--- src/rtl/lcw_pkg.sv ---
package lcw_pkg;

    localparam int unsigned LCW_TRIP_LIMIT  = 64;
    localparam int unsigned LCW_PULSE_LEN   = 16;
    localparam int unsigned LCW_SYNC_STAGES = 2;

    // Count width: must hold the limit plus one saturated "tripped" value.
    function automatic int unsigned lcw_cnt_width(input int unsigned limit);
        return $clog2(limit + 2);
    endfunction

    // Width of the pulse down-counter.
    function automatic int unsigned lcw_len_width(input int unsigned len);
        return (len < 2) ? 1 : $clog2(len);
    endfunction

    typedef enum logic {
        PG_IDLE = 1'b0,
        PG_HOLD = 1'b1
    } lcw_pulse_state_e;

endpackage

--- src/rtl/lcw_edge_sync.sv ---
module lcw_edge_sync #(
    parameter int unsigned STAGES = 2
) (
    input  logic clk,
    input  logic rst,
    input  logic line_i,
    output logic edge_o
);
    // pipe[0..STAGES-1] is the synchroniser; pipe[STAGES] is the prior sample.
    logic [STAGES:0] pipe_q;

    always_ff @(posedge clk) begin
        if (rst) begin
            pipe_q <= '0;
        end else begin
            pipe_q <= {pipe_q[STAGES-1:0], line_i};
        end
    end

    always_comb edge_o = pipe_q[STAGES-1] ^ pipe_q[STAGES];

endmodule

--- src/rtl/lcw_trans_counter.sv ---
module lcw_trans_counter #(
    parameter int unsigned TRIP_LIMIT = 64,
    parameter int unsigned CNT_W      = 7
) (
    input  logic             clk,
    input  logic             rst,
    input  logic             edge_i,
    input  logic             clear_i,
    input  logic             release_i,
    output logic             trip_o,
    output logic [CNT_W-1:0] count_o
);
    localparam logic [CNT_W-1:0] LIMIT = CNT_W'(TRIP_LIMIT);

    logic [CNT_W-1:0] count_q;
    logic             tripped;

    always_comb begin
        tripped = (count_q > LIMIT);
        trip_o  = edge_i && !clear_i && !tripped && (count_q == LIMIT);
    end

    always_ff @(posedge clk) begin
        if (rst) begin
            count_q <= '0;
        end else if (tripped) begin
            // Saturated: hold until the reset pulse has completed.
            if (release_i) begin
                count_q <= '0;
            end
        end else if (clear_i) begin
            count_q <= '0;
        end else if (edge_i) begin
            count_q <= count_q + CNT_W'(1);
        end
    end

    assign count_o = count_q;

endmodule

--- src/rtl/lcw_pulse_gen.sv ---
module lcw_pulse_gen
    import lcw_pkg::*;
#(
    parameter int unsigned PULSE_LEN = 16
) (
    input  logic clk,
    input  logic rst,
    input  logic trip_i,
    output logic pulse_o,
    output logic done_o
);
    localparam int unsigned LW = lcw_len_width(PULSE_LEN);
    localparam logic [LW-1:0] LOAD = LW'(PULSE_LEN - 1);

    lcw_pulse_state_e state_q;
    logic [LW-1:0]    left_q;

    always_comb begin
        pulse_o = (state_q == PG_HOLD);
        done_o  = (state_q == PG_HOLD) && (left_q == '0);
    end

    always_ff @(posedge clk) begin
        if (rst) begin
            state_q <= PG_IDLE;
            left_q  <= '0;
        end else begin
            unique case (state_q)
                PG_IDLE: begin
                    if (trip_i) begin
                        state_q <= PG_HOLD;
                        left_q  <= LOAD;
                    end
                end
                PG_HOLD: begin
                    if (left_q == '0) begin
                        state_q <= PG_IDLE;
                    end else begin
                        left_q <= left_q - LW'(1);
                    end
                end
                default: state_q <= PG_IDLE;
            endcase
        end
    end

endmodule

--- src/rtl/linkclk_watchdog.sv ---
module linkclk_watchdog
    import lcw_pkg::*;
#(
    parameter int unsigned TRIP_LIMIT  = LCW_TRIP_LIMIT,
    parameter int unsigned PULSE_LEN   = LCW_PULSE_LEN,
    parameter int unsigned SYNC_STAGES = LCW_SYNC_STAGES
) (
    input  logic clk,
    input  logic rst,
    input  logic link_clk_i,
    input  logic wd_clear_i,
    output logic ctrl_reset_o
);
    localparam int unsigned CNT_W = lcw_cnt_width(TRIP_LIMIT);

    logic             edge_det;
    logic             trip;
    logic             pulse_done;
    logic [CNT_W-1:0] trans_cnt;

    lcw_edge_sync #(
        .STAGES (SYNC_STAGES)
    ) u_sync (
        .clk    (clk),
        .rst    (rst),
        .line_i (link_clk_i),
        .edge_o (edge_det)
    );

    lcw_trans_counter #(
        .TRIP_LIMIT (TRIP_LIMIT),
        .CNT_W      (CNT_W)
    ) u_cnt (
        .clk       (clk),
        .rst       (rst),
        .edge_i    (edge_det),
        .clear_i   (wd_clear_i),
        .release_i (pulse_done),
        .trip_o    (trip),
        .count_o   (trans_cnt)
    );

    lcw_pulse_gen #(
        .PULSE_LEN (PULSE_LEN)
    ) u_pulse (
        .clk     (clk),
        .rst     (rst),
        .trip_i  (trip),
        .pulse_o (ctrl_reset_o),
        .done_o  (pulse_done)
    );

endmodule

--- config.mk ---
export PLATFORM = sky130hd
export DESIGN_NAME = linkclk_watchdog
export DESIGN_NICKNAME = d
export VERILOG_FILES = /design/src/rtl/lcw_pkg.sv /design/src/rtl/lcw_edge_sync.sv /design/src/rtl/lcw_trans_counter.sv /design/src/rtl/lcw_pulse_gen.sv /design/src/rtl/linkclk_watchdog.sv
export SDC_FILE = /design/constraint.sdc
export NUM_CORES = 1
export LEC_CHECK = 0
export ABC_CLOCK_PERIOD_IN_PS = 1800
export BUFFER_PORTS_ARGS = -buffer_cell sky130_fd_sc_hd__buf_2
export CAP_MARGIN = 40
export CORE_MARGIN = 2
export CORE_UTILIZATION = 55
export DETAILED_ROUTE_END_ITERATION = 10
export GPL_ROUTABILITY_DRIVEN = 0
export PLACE_DENSITY = 0.85
export SETUP_SLACK_MARGIN = 0.5
export SLEW_MARGIN = 30
export SYNTH_ARGS = -nofsm -noshare
export SYNTH_HDL_FRONTEND = slang
export SYNTH_HIERARCHICAL = 1
export SYNTH_SLANG_ARGS = --single-unit
--- constraint.sdc ---
create_clock -name clk -period 1.8 [get_ports clk]
set_input_delay 0.36 -clock clk [delete_from_list [all_inputs] [get_ports clk]]
set_output_delay 0.36 -clock clk [all_outputs]
set_load 0.02 [all_outputs]
* Word-level counts from Yosys, hierarchy flattened
Cells that the tools add are included.
** Storage, ports and cells
- Register bits after elaboration :: 15
- Bits of input ports :: 4
- Output and inout bits :: 1
- Word-level logic and storage cells :: 33
** Operators by class
- Add/sub/neg operators :: 2
- $lt $le $gt $ge :: 1
- Equal/unequal tests :: 4
- Multiplexer cells :: 10
- Bitwise logic cells :: 2
- Reductions and logical operators :: 10
** Operators by type and width (number)
- $mux 7 :: 4
- $mux 4 :: 2
- $pmux 4 s2 :: 1
- $add 7x1->7 const B :: 1
- $eq 7x7->1 const B :: 1
- $gt 7x7->1 const B :: 1
- $ne 2x2->1 const B :: 3
- $logic_and 1x1->1 :: 4
- $logic_not 4->1 :: 1
- $reduce_and 2->1 :: 2
- $sub 4x1->4 const B :: 1
- $reduce_bool 3->1 :: 1
- $logic_not 1->1 :: 2
- $mux 1 :: 2
- $pmux 1 s2 :: 1
- $not 1->1 :: 1
- $xor 1x1->1 :: 1

* Logic depth before layout (Yosys ltp)
- Word-level depth :: 6
- Mapped depth :: 7
- Depth with buffers taken out :: 7

* By module
The synthesis kept the hierarchy.
** Modules (own cells, without submodules)
- lcw_trans_counter :: instances 1, cells an instance 53, area each 469.2 µm², sequential area each 140.1 µm²
- lcw_pulse_gen :: instances 1, cells an instance 28, area each 262.8 µm², sequential area each 100.1 µm²
- lcw_edge_sync :: instances 1, cells an instance 7, area each 87.6 µm², sequential area each 60.1 µm²

* Worst setup path before layout
OpenSTA, ideal clock, no wires.
- Path kind :: reg-to-reg
- Start :: register u_sync.pipe_q[1]
- End :: register u_cnt.count_q[5] (netlist: u_cnt/count_o[5])
- Library setup time :: 83 ps
- Data arrival time :: 1385 ps
- Required time :: 1717 ps
- Path slack :: 333 ps
- Stages on the path, launching flop included :: 6
- Buffers on the path :: 0
- Period minus slack after synthesis :: 1467 ps
- Path through :: dfxtp_1 xor2_1 nor4b_2 a31oi_4 or3_1 o221ai_1
** Between the ends
- Word-level cells in the longest chain between the ends :: 3
** RTL lines
- from (decl) :: line lcw_edge_sync.sv:10 : logic [STAGES:0] pipe_q;
- from (signal assigned) :: line lcw_edge_sync.sv:16 : pipe_q <= {pipe_q[STAGES-1:0], line_i};
- $xor 1x1->1 :: line lcw_edge_sync.sv:20 : always_comb edge_o = pipe_q[STAGES-1] ^ pipe_q[STAGES];
- via edge_det :: line linkclk_watchdog.sv:16 : logic edge_det;
- $reduce_bool 3->1 (no line)
- $reduce_and 2->1 (no line)
- to (signal assigned) :: line lcw_trans_counter.sv:34 : count_q <= count_q + CNT_W'(1);
- to (decl) :: line lcw_trans_counter.sv:15 : logic [CNT_W-1:0] count_q;
The timed path passes the listed nets, and every way through them passes these cells.
A chain may end at the register's enable or synchronous reset.

* Worst setup path after layout
- Start :: register u_pulse.left_q[0]
- End :: register u_cnt.count_q[4] (netlist: u_cnt/count_o[4])
** Between the ends
- Word-level cells in the longest chain between the ends :: 4
** RTL lines
- from (decl) :: line lcw_pulse_gen.sv:16 : logic [LW-1:0] left_q;
- from (signal assigned) :: line lcw_pulse_gen.sv:39 : left_q <= left_q - LW'(1);
- $logic_not 4->1 :: line lcw_pulse_gen.sv:20 : done_o = (state_q == PG_HOLD) && (left_q == '0);
- $logic_and 1x1->1 :: line lcw_pulse_gen.sv:20
- via pulse_done :: line linkclk_watchdog.sv:18 : logic pulse_done;
- $ne 2x2->1 (no line)
- $reduce_and 2->1 (no line)
The timed path passes the listed nets, and every way through them passes these cells.

==> out/results.ini <==
[grt]
overflow=0
grt_pass1_wl_um=3153
grt_pass1_vias=717
grt_use_total_pct=23.14
grt_max_degree=14
busiest_layer=met2
use_met1_pct=28.35
grt_util_met3_pct=2.586
antenna_found_initial=0
met2_usage_pct=42.46

[routing]
vias_per_cell=6.105
drt-pass1-iter-count=4
drtAntennaViolNets=0
remaining_drc_errors=0
vias=757
dr.first_iter.drc_count=22
wl_per_cell_um=16.89
wl_um=2094

[worst_setup_path]
reg2reg_depth=6
r2r-end=u_cnt/count_o[4]$_SDFFE_PP0P_
path_cells=inv_2 > ha_4 > nor4bb_4 > a211o_1 > a21o_4 > o221ai_1
cp_data_required_time_ns=2.00
crit_buf_inv=1
crit_family=compound AO/OA/AOI/OAI gates
cp-start-kind=flop
critPathCaptureType=flop
critical_path_class=flop to flop
cp_data_arrival_time_ns=1.68
ff2ff_setup_slack_ns=0.32
cp_max_fo=6
cp_slowest_stage_delay_ns=0.36
r2r-start=u_pulse/left_q[0]$_SDFFE_PP0P_
slowest_stage=dfxtp_2

[pwr]
power_density_mw_per_mm2=553.2
p_switching_uw=160.8
leakage_uw=0.0004174
max-vdd-ir-drop_v=0.0005878
internal-power_uw=459.3
switching_share_pct=25.93
comb_power_share_pct=13.9
clkPwrFrac_pct=31.4
pwr-share-seq_pct=54.7

[finish]
drive_above_1_share_pct=49.54
fill_cells=68
multiInputGateArea_sq_um=590.6
areaGrowthSynthToFinish_pct=36.79
final_cell_area_sq_mm=0.001121
nets=118
antenna_cells=0
register_area_sq_um=314.1

[clock_network]
root_buffer=clkbuf_4
clk_path_buf_depth=2
cts_tree=yes
path_clk_slew_ns=0.09
cts_sinks=15
cts_hold_buffers=0
cts_buffers=3
cts_max_level=1
worstSkewPairLatency_ns=0.28

[die]
ios=5
start_util_pct=60.70
rows=13
core_area_sq_mm=0.001350
die_w_um=42.60
fp.dieH_um=42.60
floorplan.die_area_sq_mm=0.001815

[placement]
port_buffers=4
place_area_sq_um=902.1
dp_hpwl_um=1074
place_ws_ns=0.2754

[hold_path]
whs_path_depth=2
hp-start=link_clk_i
hold_path_class=input pin to flop
min_to=u_sync/pipe_q[0]$_SDFF_PP0_

[logic_synthesis]
ys_types=31
ys_seq_elements=15
synth_edf_count=0
synth-adder-area-share_pct=6.107
synth-simple-area-share_pct=29.31
synth_flop_cell=dfxtp_1
ys_async_sr_fraction_pct=0
postSynthCellCount=88
synth_xor_area_share_pct=1.069
ys_warn_count=6
yosysSeqAreaShare_pct=36.64
synth_compound_gate_area_share_pct=18.93
syn_area_sq_um=819.5
synth_nets=96
synth_top_family_by_area=simple AND/OR/NAND/NOR gates
syn_area_per_cell_sq_um=9.313
muxShareOfSynthArea_pct=2.443

[timing]
slew_headroom_pct=78.19
finalCriticalPeriod_ns=1.477
fmax_mhz=677.2
min_period_over_period_pct=82.04
slew_violations=0
rsz0062_at_grt=true
report.final.hold_viol_count=0
skew_ns=0.003357
tightest_slew_ns=0.3272
setup_ws_ns=0.3233
setup-violations-final=0
setup-tns-final_ns=0

[run]
max_cap_violations=0

[run_status]
outcome=finished, final reports clean

## synth_stat cells, types with 2 or more instances
cell	count	area, sq um
or3_1	3	18.77
nand3b_1	3	22.52
nand3_1	2	10.01
nor3_1	4	20.02
a31oi_1	3	18.77
ha_1	4	50.05
dfxtp_1	15	300.3
mux2i_1	2	20.02
a21o_1	2	15.01
nand2_1	8	30.03
nor2_1	4	15.01
o221ai_1	3	26.28
inv_1	12	45.04
nor2b_1	5	31.28
a211oi_1	2	15.01
## worst max-delay path by stage
stage	startpoint	endpoint	slack, ns	depth (start not counted)
after CTS	u_pulse/left_q[1]$_SDFFE_PP0P_	u_cnt/count_o[3]$_SDFFE_PP0P_	0.34	6
after global placement	u_cnt/count_o[0]$_SDFFE_PP0P_	u_pulse/left_q[1]$_SDFFE_PP0P_	0.32	7
after detailed placement	u_sync/pipe_q[1]$_SDFF_PP0_	u_cnt/count_o[4]$_SDFFE_PP0P_	0.28	5
final	u_pulse/left_q[0]$_SDFFE_PP0P_	u_cnt/count_o[4]$_SDFFE_PP0P_	0.32	6
after floorplan	u_sync/pipe_q[1]$_SDFF_PP0_	u_cnt/count_o[5]$_SDFFE_PP0P_	0.42	5
after global routing	u_cnt/count_o[0]$_SDFFE_PP0P_	u_pulse/left_q[0]$_SDFFE_PP0P_	0.26	7
## stage by stage
| stage | utilization, % | instances | hold WS (ns) | total power [uW] |
|---|---|---|---|---|
| final | 83.04 | 124 | 0.3081 | 620.1 |
| after global routing | 83.04 | 124 | 0.3266 | 638.3 |
| after CTS | 77.02 | 122 | 0.3198 | 602.1 |
| after detailed placement | 66.82 | 107 | 0.4546 | 403.4 |
| after global placement | 66.82 | 107 | 0.4249 | 401.7 |
| after floorplan | - | 88 | 0.4138 | 385.4 |
## power by group through the flow
stage / clock network [uW] / registers [uW] / logic (uW)
after detailed placement: 0 / 348 / 55.4
after floorplan: 0 / 347 / 38.4
after CTS: 191 / 339 / 72.1
after global placement: 0 / 348 / 53.9
after global routing: 206 / 340 / 93.0
final: 195 / 339 / 86.5
## layout by cell type (no fill, tap or decap), types with 2 or more instances in the layout
| cell type | instances |
|---|---|
| a211oi_2 | 2 |
| a31oi_1 | 3 |
| buf_2 | 4 |
| buf_4 | 11 |
| buf_6 | 2 |
| clkbuf_4 | 3 |
| dfxtp_1 | 6 |
| dfxtp_2 | 8 |
| ha_1 | 2 |
| ha_4 | 2 |
| inv_1 | 8 |
| inv_2 | 4 |
| mux2i_1 | 2 |
| nand2_1 | 7 |
| nand3_1 | 2 |
| nand3b_1 | 3 |
| nor2_1 | 4 |
| nor2b_1 | 4 |
| nor3_1 | 3 |
| nor3_4 | 2 |
| o221ai_2 | 2 |
| or3_1 | 3 |
## layout make-up
type,instances,area share [%]
clock buffers,3,2.009
flip-flops and latches,15,28.01
well taps,15,1.674
repair buffers,17,11.16
clock inverters,1,0.4464
multi-input cells,61,52.68
inverters,12,4.018
## cells by family (layout without fill, tap and decap cells)
logic type      count (synthesis)  in the layout
simple gates                   36             36
compound gates                 18             18
flops                          15             15
buf+inv                        12             33
fa+ha+maj                       4              4
mux                             2              2
xor+xnor                        1              1
## sequential cells by signal, indices dropped and copies added (netlist names)
name	count
u_sync/pipe_q	3
u_cnt/count_o	7
u_pulse/left_q	4
u_pulse/pulse_o	1
## routing by layer
metal  up-vias  part of all wire [%]
met5         -                     0
met4         0                   2.4
met3         6                   2.6
met2        20                    50
met1       373                    45
li1        358                     -
## what timing repair did
item | CTS | global route
resized for setup | 7 | 13
pin swaps | 11 | 7
setup buffers | 11 | 2
endpoints found under the setup margin | 12 | 12
Note: power is estimated with default switching activity, not from simulation.
